`src/rtl/uart_rx_irq_pkg.sv`:
```
package uart_rx_irq_pkg;

   localparam int N_SRC = 5;

   // source slots, index 0 is the most urgent
   localparam int SRC_LS  = 0;
   localparam int SRC_RDA = 1;
   localparam int SRC_TO  = 2;
   localparam int SRC_THR = 3;
   localparam int SRC_MS  = 4;

   // enable bit positions
   localparam int EN_RDA = 0;
   localparam int EN_THR = 1;
   localparam int EN_LS  = 2;
   localparam int EN_MS  = 3;
   localparam int EN_TO  = 4;

   typedef enum logic [3:0] {
      IID_MS   = 4'b0000,
      IID_NONE = 4'b0001,
      IID_THR  = 4'b0010,
      IID_RDA  = 4'b0100,
      IID_LS   = 4'b0110,
      IID_TO   = 4'b1100
   } iid_e;

   function automatic iid_e slot_code(input int idx);
      case (idx)
         SRC_LS:  return IID_LS;
         SRC_RDA: return IID_RDA;
         SRC_TO:  return IID_TO;
         SRC_THR: return IID_THR;
         default: return IID_MS;
      endcase
   endfunction

endpackage

```
`src/rtl/uart_rx_err_track.sv`:
```
module uart_rx_err_track #(
   parameter int DEPTH = 16
) (
   input  logic clk,
   input  logic rst_n,
   input  logic push,
   input  logic push_err,
   input  logic pop,
   input  logic pop_err,
   output logic err_any
);
   localparam int CNT_W = $clog2(DEPTH + 1);

   if (DEPTH < 2) begin : g_bad_depth
      $error("uart_rx_err_track: DEPTH must be at least 2");
   end

   logic [CNT_W-1:0] cnt_q;
   logic             inc, dec;

   assign inc = push & push_err;
   assign dec = pop & pop_err;

   always_ff @(posedge clk) begin
      if (!rst_n)
         cnt_q <= '0;
      else if (inc && !dec)
         cnt_q <= cnt_q + CNT_W'(1);
      else if (dec && !inc)
         cnt_q <= cnt_q - CNT_W'(1);
   end

   assign err_any = (cnt_q != '0);

   AST_ERR_NO_OVF: assert property (@(posedge clk) disable iff (!rst_n)
      (cnt_q == CNT_W'(DEPTH)) |-> !(inc && !dec));
   AST_ERR_NO_UNF: assert property (@(posedge clk) disable iff (!rst_n)
      (cnt_q == '0) |-> !(dec && !inc));
   AST_ERR_STEP: assert property (@(posedge clk) disable iff (!rst_n)
      (inc && !dec) |=> err_any);

endmodule

```
`src/rtl/uart_rx_to_flag.sv`:
```
module uart_rx_to_flag (
   input  logic clk,
   input  logic rst_n,
   input  logic to_evt,
   input  logic pop,
   output logic to_pend
);
   always_ff @(posedge clk) begin
      if (!rst_n)
         to_pend <= 1'b0;
      else if (pop)
         to_pend <= 1'b0;
      else if (to_evt)
         to_pend <= 1'b1;
   end

   AST_TO_CLEAR: assert property (@(posedge clk) disable iff (!rst_n)
      pop |=> !to_pend);
   AST_TO_SET: assert property (@(posedge clk) disable iff (!rst_n)
      (to_evt && !pop) |=> to_pend);

endmodule

```
`src/rtl/uart_rx_prio_enc.sv`:
```
module uart_rx_prio_enc
   import uart_rx_irq_pkg::*;
#(
   parameter int NS = N_SRC
) (
   input  logic [NS-1:0] req,
   output logic          any,
   output logic [3:0]    code
);
   if (NS < 1 || NS > N_SRC) begin : g_bad_ns
      $error("uart_rx_prio_enc: NS out of range");
   end

   logic [NS-1:0] win;

   for (genvar i = 0; i < NS; i++) begin : g_win
      if (i == 0) begin : g_top
         assign win[i] = req[i];
      end else begin : g_rest
         assign win[i] = req[i] & ~|req[i-1:0];
      end
   end

   always_comb begin
      logic [3:0] acc;
      acc = 4'b0000;
      for (int i = 0; i < NS; i++) begin
         if (win[i]) acc = acc | 4'(slot_code(i));
      end
      any  = |req;
      code = any ? acc : 4'(IID_NONE);
   end

   always_comb begin
      AST_ONE_WINNER: assert ($onehot0(win));
   end

endmodule

```
`src/rtl/uart_rx_irq_arb.sv`:
```
module uart_rx_irq_arb
   import uart_rx_irq_pkg::*;
#(
   parameter int DEPTH = 16,
   parameter int LVL_W = $clog2(DEPTH + 1)
) (
   input  logic             clk,
   input  logic             rst_n,
   input  logic [4:0]       irq_en,
   input  logic             dma_en,
   input  logic [LVL_W-1:0] fifo_level,
   input  logic [LVL_W-1:0] trig_level,
   input  logic             push,
   input  logic             push_err,
   input  logic             pop,
   input  logic             pop_err,
   input  logic             head_err,
   input  logic             to_evt,
   input  logic             tx_empty,
   input  logic             modem_chg,
   output logic             irq,
   output logic [3:0]       iid,
   output logic             rx_dma_req,
   output logic             lsr_err
);
   if (LVL_W < $clog2(DEPTH + 1)) begin : g_bad_lvl
      $error("uart_rx_irq_arb: LVL_W too narrow for DEPTH");
   end

   logic             err_any, to_pend, trig_hit;
   logic [N_SRC-1:0] src;

   uart_rx_err_track #(.DEPTH(DEPTH)) u_err (
      .clk(clk), .rst_n(rst_n),
      .push(push), .push_err(push_err),
      .pop(pop), .pop_err(pop_err),
      .err_any(err_any)
   );

   uart_rx_to_flag u_to (
      .clk(clk), .rst_n(rst_n),
      .to_evt(to_evt), .pop(pop),
      .to_pend(to_pend)
   );

   assign trig_hit = (fifo_level >= trig_level);

   always_comb begin
      src          = '0;
      src[SRC_LS]  = (irq_en[EN_LS] & head_err) | (dma_en & err_any);
      src[SRC_RDA] = irq_en[EN_RDA] & trig_hit;
      src[SRC_TO]  = irq_en[EN_TO] & to_pend;
      src[SRC_THR] = irq_en[EN_THR] & tx_empty;
      src[SRC_MS]  = irq_en[EN_MS] & modem_chg;
   end

   uart_rx_prio_enc #(.NS(N_SRC)) u_enc (
      .req(src), .any(irq), .code(iid)
   );

   assign lsr_err    = err_any;
   assign rx_dma_req = dma_en & trig_hit & ~err_any;

   AST_DMA_HELD: assert property (@(posedge clk) disable iff (!rst_n)
      lsr_err |-> !rx_dma_req);
   AST_ERR_UNMASKED: assert property (@(posedge clk) disable iff (!rst_n)
      (dma_en && lsr_err) |-> (irq && iid == 4'(IID_LS)));
   AST_DMA_RESUME: assert property (@(posedge clk) disable iff (!rst_n)
      ($fell(lsr_err) && dma_en && trig_hit) |-> rx_dma_req);
   AST_IDLE_CODE: assert property (@(posedge clk) disable iff (!rst_n)
      !irq |-> (iid == 4'(IID_NONE)));
   AST_NO_DMA_OFF: assert property (@(posedge clk) disable iff (!rst_n)
      !dma_en |-> !rx_dma_req);

endmodule

```
`config.mk`:
```
export PLATFORM = sky130hd
export DESIGN_NAME = uart_rx_irq_arb
export DESIGN_NICKNAME = d
export VERILOG_FILES = /design/src/rtl/uart_rx_irq_pkg.sv /design/src/rtl/uart_rx_err_track.sv /design/src/rtl/uart_rx_to_flag.sv /design/src/rtl/uart_rx_prio_enc.sv /design/src/rtl/uart_rx_irq_arb.sv
export SDC_FILE = /design/constraint.sdc
export NUM_CORES = 1
export LEC_CHECK = 0
export CAP_MARGIN = 20
export CORE_MARGIN = 4
export CORE_UTILIZATION = 41
export DETAILED_ROUTE_END_ITERATION = 8
export PLACE_DENSITY_LB_ADDON = 0.05
export SLEW_MARGIN = 20
export SYNTH_ARGS = -nofsm -noshare
export SYNTH_HDL_FRONTEND = slang
export SYNTH_SLANG_ARGS = --single-unit
```
`constraint.sdc`:
```
create_clock -name clk -period 4.1 [get_ports clk]
set_input_delay 0.82 -clock clk [delete_from_list [all_inputs] [get_ports clk]]
set_output_delay 0.82 -clock clk [all_outputs]
set_load 0.005 [all_outputs]
```
**Word-level counts from Yosys, hierarchy flattened**

Index checks and enable logic that the tools add are counted.

- Add/sub/neg operators: 2
- Order comparisons: 1
- Mux-type cells: 12
- Bitwise gates (word level): 21
- Reduce and logical (&&, ||, !) cells: 15

Operators with widths:

| cell | number |
|---|---|
| 2-to-1 mux 4 bit | 9 |
| OR 4 bit | 4 |
| bitwise AND 1 bit | 14 |
| 2-to-1 mux 5 bit | 2 |
| logical NOT 1 bit | 6 |
| adder 5 x 1 -> 5 bit (second input constant) | 1 |
| greater-or-equal comparator 5 bit | 1 |
| nonzero test 5 bit | 1 |
| OR reduction 5 bit | 1 |
| subtractor 5 x 1 -> 5 bit (second input constant) | 1 |
| OR reduction 2 bit | 2 |
| OR reduction 4 bit | 1 |
| 2-to-1 mux 3 bit | 1 |
| OR reduction 3 bit | 1 |
| logical AND 1 bit | 2 |
| inverter 1 bit | 2 |
| nonzero test 2 bit | 1 |
| OR 1 bit | 1 |

- Bits in registers: 6
- Input port bits: 26
- Logic and storage cells: 53

**Depth between registers and ports, before layout**

- Word-level depth: 15
- Mapped depth: 8
- Mapped depth without buffers: 8

**Hierarchy**

Synthesis repeated with hierarchy kept, for this count alone.

- Cell total of the unflattened synthesis: 73
- Area, all modules: 594.3 um^2

Modules (own cells, without submodules):

| module | instances | cells an instance | area an instance (um^2) |
|---|---|---|---|
| uart_rx_err_track | 1 | 39 | 345.3 |
| uart_rx_irq_arb | 1 | 25 | 171.4 |
| uart_rx_prio_enc | 1 | 6 | 41.3 |
| uart_rx_to_flag | 1 | 3 | 36.3 |

**Worst setup path after synthesis**

No wires, ideal clock.

- Path type: input to output
- Start: in trig_level[2]
- End: out iid[2]
- Arrival: 1,796 ps
- Slack: 1,484 ps
- Stages: 6
- Buffers on the path: 0
- Path through: inv_1 ha_1 a21o_1 a31oi_1 o21a_1 o2111ai_1

- Longest elaborated chain between the ends: 11
- Elaborated cells on any way between the ends: 21

Ends and longest elaborated chain:

| what | line | source |
|---|---|---|
| start: declaration | uart_rx_irq_arb.sv:12 | `input logic [LVL_W-1:0] trig_level,` |
| greater-or-equal comparator 5 bit * | uart_rx_irq_arb.sv:46 | `assign trig_hit = (fifo_level >= trig_level);` |
| bitwise AND 1 bit * | uart_rx_irq_arb.sv:51 | `src[SRC_RDA] = irq_en[EN_RDA] & trig_hit;` |
| bitwise AND 1 bit or OR reduction 2 bit (tied branches) | uart_rx_prio_enc.sv:20 | `assign win[i] = req[i] & ~\|req[i-1:0];` |
| 2-to-1 mux 4 bit or logical NOT 1 bit (tied branches) | uart_rx_prio_enc.sv:28, uart_rx_prio_enc.sv:20 |  |
| OR 4 bit or bitwise AND 1 bit (tied branches) | uart_rx_prio_enc.sv:28, uart_rx_prio_enc.sv:20 |  |
| 2-to-1 mux 4 bit | uart_rx_prio_enc.sv:28 | `if (win[i]) acc = acc \| 4'(slot_code(i));` |
| OR 4 bit | uart_rx_prio_enc.sv:28 |  |
| 2-to-1 mux 4 bit | uart_rx_prio_enc.sv:28 |  |
| OR 4 bit | uart_rx_prio_enc.sv:28 |  |
| 2-to-1 mux 4 bit | uart_rx_prio_enc.sv:28 |  |
| 2-to-1 mux 4 bit * | uart_rx_prio_enc.sv:31 | `code = any ? acc : 4'(IID_NONE);` |
| end: declaration | uart_rx_irq_arb.sv:22 | `output logic [3:0] iid,` |

Every way passes the cells marked *; elsewhere a longest branch is shown, timed or not.

**Final worst setup path**

- Start: in trig_level[2]
- End: out iid[3]

The elaborated chain is that of the path after synthesis.

==> results.toml <==
[outcome]
status = "complete, no violations"

[cts]
cts_max_level = 1
root_buffer = "clkbuf_4"
cts_buffers = 3
cts_tree = "done"
worstSkewPairLatency_ns = 0.26
holdBufCountCts = 0
ctsResizeCount = 0
cts_buffer_depth = 2
worst_setup_hold_path_clk_slew_ns = 0.05
cts_sinks = 6
cts_setup_buffers = 0

[layout]
area_growth_pct = 57.8
fin_util_pct = 71.5
drive_gt1_share_pct = 6.54
nets = 145
n_antenna_cell = 0

[power_and_ir_drop]
comb_power_share_pct = 52.0
peakVddDrop_mv = 0.172
intPower_uw = 192
p_seq_share_pct = 27.6
power_density_nw_per_um2 = 295
p_sw_share_pct = 33.3
switching_power_uw = 96.0
leakagePower_uw = 0.000423
pwr-share-clk_pct = 20.4

[detailed_routing]
wl_per_cell_um = 12.5
drt_wl_total_um = 1530
drcViolationCount = 0
via_count = 662
first_pass_iters = 4
detail_route.vias_per_cell = 5.43
ant_nets = 0
drtIter0Drc = 8

[sta]
slew_headroom_pct = 80.7
max_freq_mhz = 274
maxSlewViolCount = 0
setup_viol_count_final = 0
min_period_over_period_pct = 88.9
hold_viol_final = 0
setup_tns_ns = 0
min_period_ns = 3.64
rsz0062_at_grt = "no"
worst_slew_pin_slew_ns = 0.288
finClkSkew_ns = 0.00335

[critical_path]
cpMostUsedCell = "clkdlybuf4s50_1"
arrival_ns = 2.82
required_ns = 3.28
crit_fanout = 3
crit_chain = "clkdlybuf4s50_1 > inv_1 > ha_1 > a21o_1 > a31oi_1 > o21ai_1 > a21oi_1 > clkdlybuf4s50_1"
r2r_slack_ns = 2.60
rr_endpoint = "u_err.cnt_q[4]"
max_stage_delay_ns = 0.51
cp_slowest_cell = "clkdlybuf4s50_1"
end_kind = "output pin"
startpoint_type = "primary input"
r2r-start = "u_err.cnt_q[0]"
crit_type = "primary input to output pin"
reg2reg_depth = 5
startpoint = "trig_level[2]"
endpoint = "iid[3]"

[run]
maxCapViolCount = 0

[global_route]
grt_usage_pct = 15.7
grt_max_degree = 10
grt_pass1_wl_um = 2270
grt_overflow = 0
antenna_found_initial = 0
grt_pass1_vias = 558

[synthesis]
synth_top_area_cell = "dfxtp_1"
synth_flop_cell = "dfxtp_1"
synth_edf_count = 0
netlist_top_cells_area = "dfxtp_1, ha_1, inv_1"
ys_seq_area_share_pct = 19.4
synth.avg_cell_area_um2 = 8.48
synth_top_area_share_pct = 19.4
synth_cell_types = 34
synthCells = 73
synth_area_um2 = 619
async_reset_ff_share_pct = 0
syn_nets = 109
ys_warn_count = 0
synth-seq-cells = 6

[floorplanning]
rows = 13
die_w_um = 46.9
initial_core_util_pct = 45.3
fp.dieArea_um2 = 2200
ioPinCount = 33
die_h_um = 46.9
core_area_um2 = 1370

[placed_design]
hpwlAfterDp_um = 1320
port_buffers = 32
gp_congestion = 0.736

[worst_hold_path]
hold_start = "u_err.cnt_q[4]"
hold_class = "register to register"
Yosys cell counts (2+ instances only):
master    number
nand2_1        6
o21ai_1        2
ha_1           9
nand2b_1       2
nor2_1         2
a31oi_1        2
nand3_1        4
mux2i_1        2
and2_1         3
a21oi_1        4
xnor2_1        2
inv_1          7
dfxtp_1        6
a21o_1         2
layout by cell type (no fill, tap or decap), types with 2 or more instances in the layout:
| cell type | Yosys | routed |
|---|---|---|
| a21o_1 | 2 | 2 |
| a21oi_1 | 4 | 4 |
| a31oi_1 | 2 | 2 |
| and2_1 | 3 | 3 |
| clkbuf_4 | 0 | 3 |
| clkdlybuf4s50_1 | 0 | 32 |
| dfxtp_1 | 6 | 6 |
| ha_1 | 9 | 9 |
| inv_1 | 7 | 7 |
| mux2i_1 | 2 | 2 |
| nand2_1 | 6 | 6 |
| nand2b_1 | 2 | 2 |
| nand3_1 | 4 | 4 |
| nor2_1 | 2 | 2 |
| o21ai_1 | 2 | 2 |
| xnor2_1 | 2 | 2 |
power groups by stage:
| stage | Sequential, uW | Combinational (uW) | Clock (uW) |
|---|---|---|---|
| finish | 79.7 | 150 | 58.8 |
| global route | 81.4 | 165 | 66.6 |
| detailed placement | 80.6 | 151 | 0 |
| floorplan | 77.8 | 86.0 | 0 |
| CTS | 79.6 | 152 | 61.8 |
| global placement | 80.3 | 147 | 0 |
cells by family after synthesis:
kind of cell    Yosys count  synth area share (%)
fa+ha+maj                10                  21.4
compound gates           19                  23.0
flops                     6                  19.4
buf+inv                   8                  4.85
mux                       2                  3.23
simple gates             26                  25.3
xor+xnor                  2                  2.83
flip-flops by register name (all words and copies together), names as in the netlist:
signal        cells
u_to.to_pend      1
u_err.cnt_q       5
per-layer routing:
| layer | share of wire, % | global-route usage, % |
|---|---|---|
| met5 | 0 | 0 |
| met4 | 2.2 | 9.94 |
| met3 | 9.4 | 7.28 |
| met2 | 49 | 26.6 |
| met1 | 39 | 15.3 |
area by class of cell:
cell class | instances | area, um^2
Tap cell | 15 | 18.8
Inverter | 7 | 26.3
Multi-Input combinational cell | 59 | 469
Sequential cell | 6 | 120
Fill cell | 110 | 389
Timing Repair Buffer | 32 | 320
Clock buffer | 3 | 22.5
critical path, delay by kind of cell:
| kind | cells | cell delay, ns |
|---|---|---|
| buf+inv | 3 | 1.00 |
| fa+ha+maj | 1 | 0.28 |
| compound gates | 4 | 0.73 |
worst min-delay path by stage:
| stage | cells past startpoint | to | slack (ns) |
|---|---|---|---|
| final | 2 | u_err.cnt_q[4] | 0.50 |
| after global routing | 2 | u_err.cnt_q[4] | 0.52 |
| after CTS | 2 | u_err.cnt_q[4] | 0.49 |
| after detailed placement | 2 | u_err.cnt_q[4] | 0.48 |
| after global placement | 2 | u_err.cnt_q[4] | 0.48 |
| after floorplan | 2 | u_err.cnt_q[4] | 0.45 |
metrics by stage:
step	area (um^2)	setup slack [ns]	std cells	hold WS, ns	total power, uW
after detailed placement	955	0.447	119	0.485	231
after global placement	955	0.459	119	0.477	227
after floorplan	619	1.48	73	0.446	164
after CTS	977	0.445	122	0.493	293
final	977	0.455	122	0.498	288
after global routing	977	0.367	122	0.523	313
No activity file was read; power rests on OpenSTA's default activity.
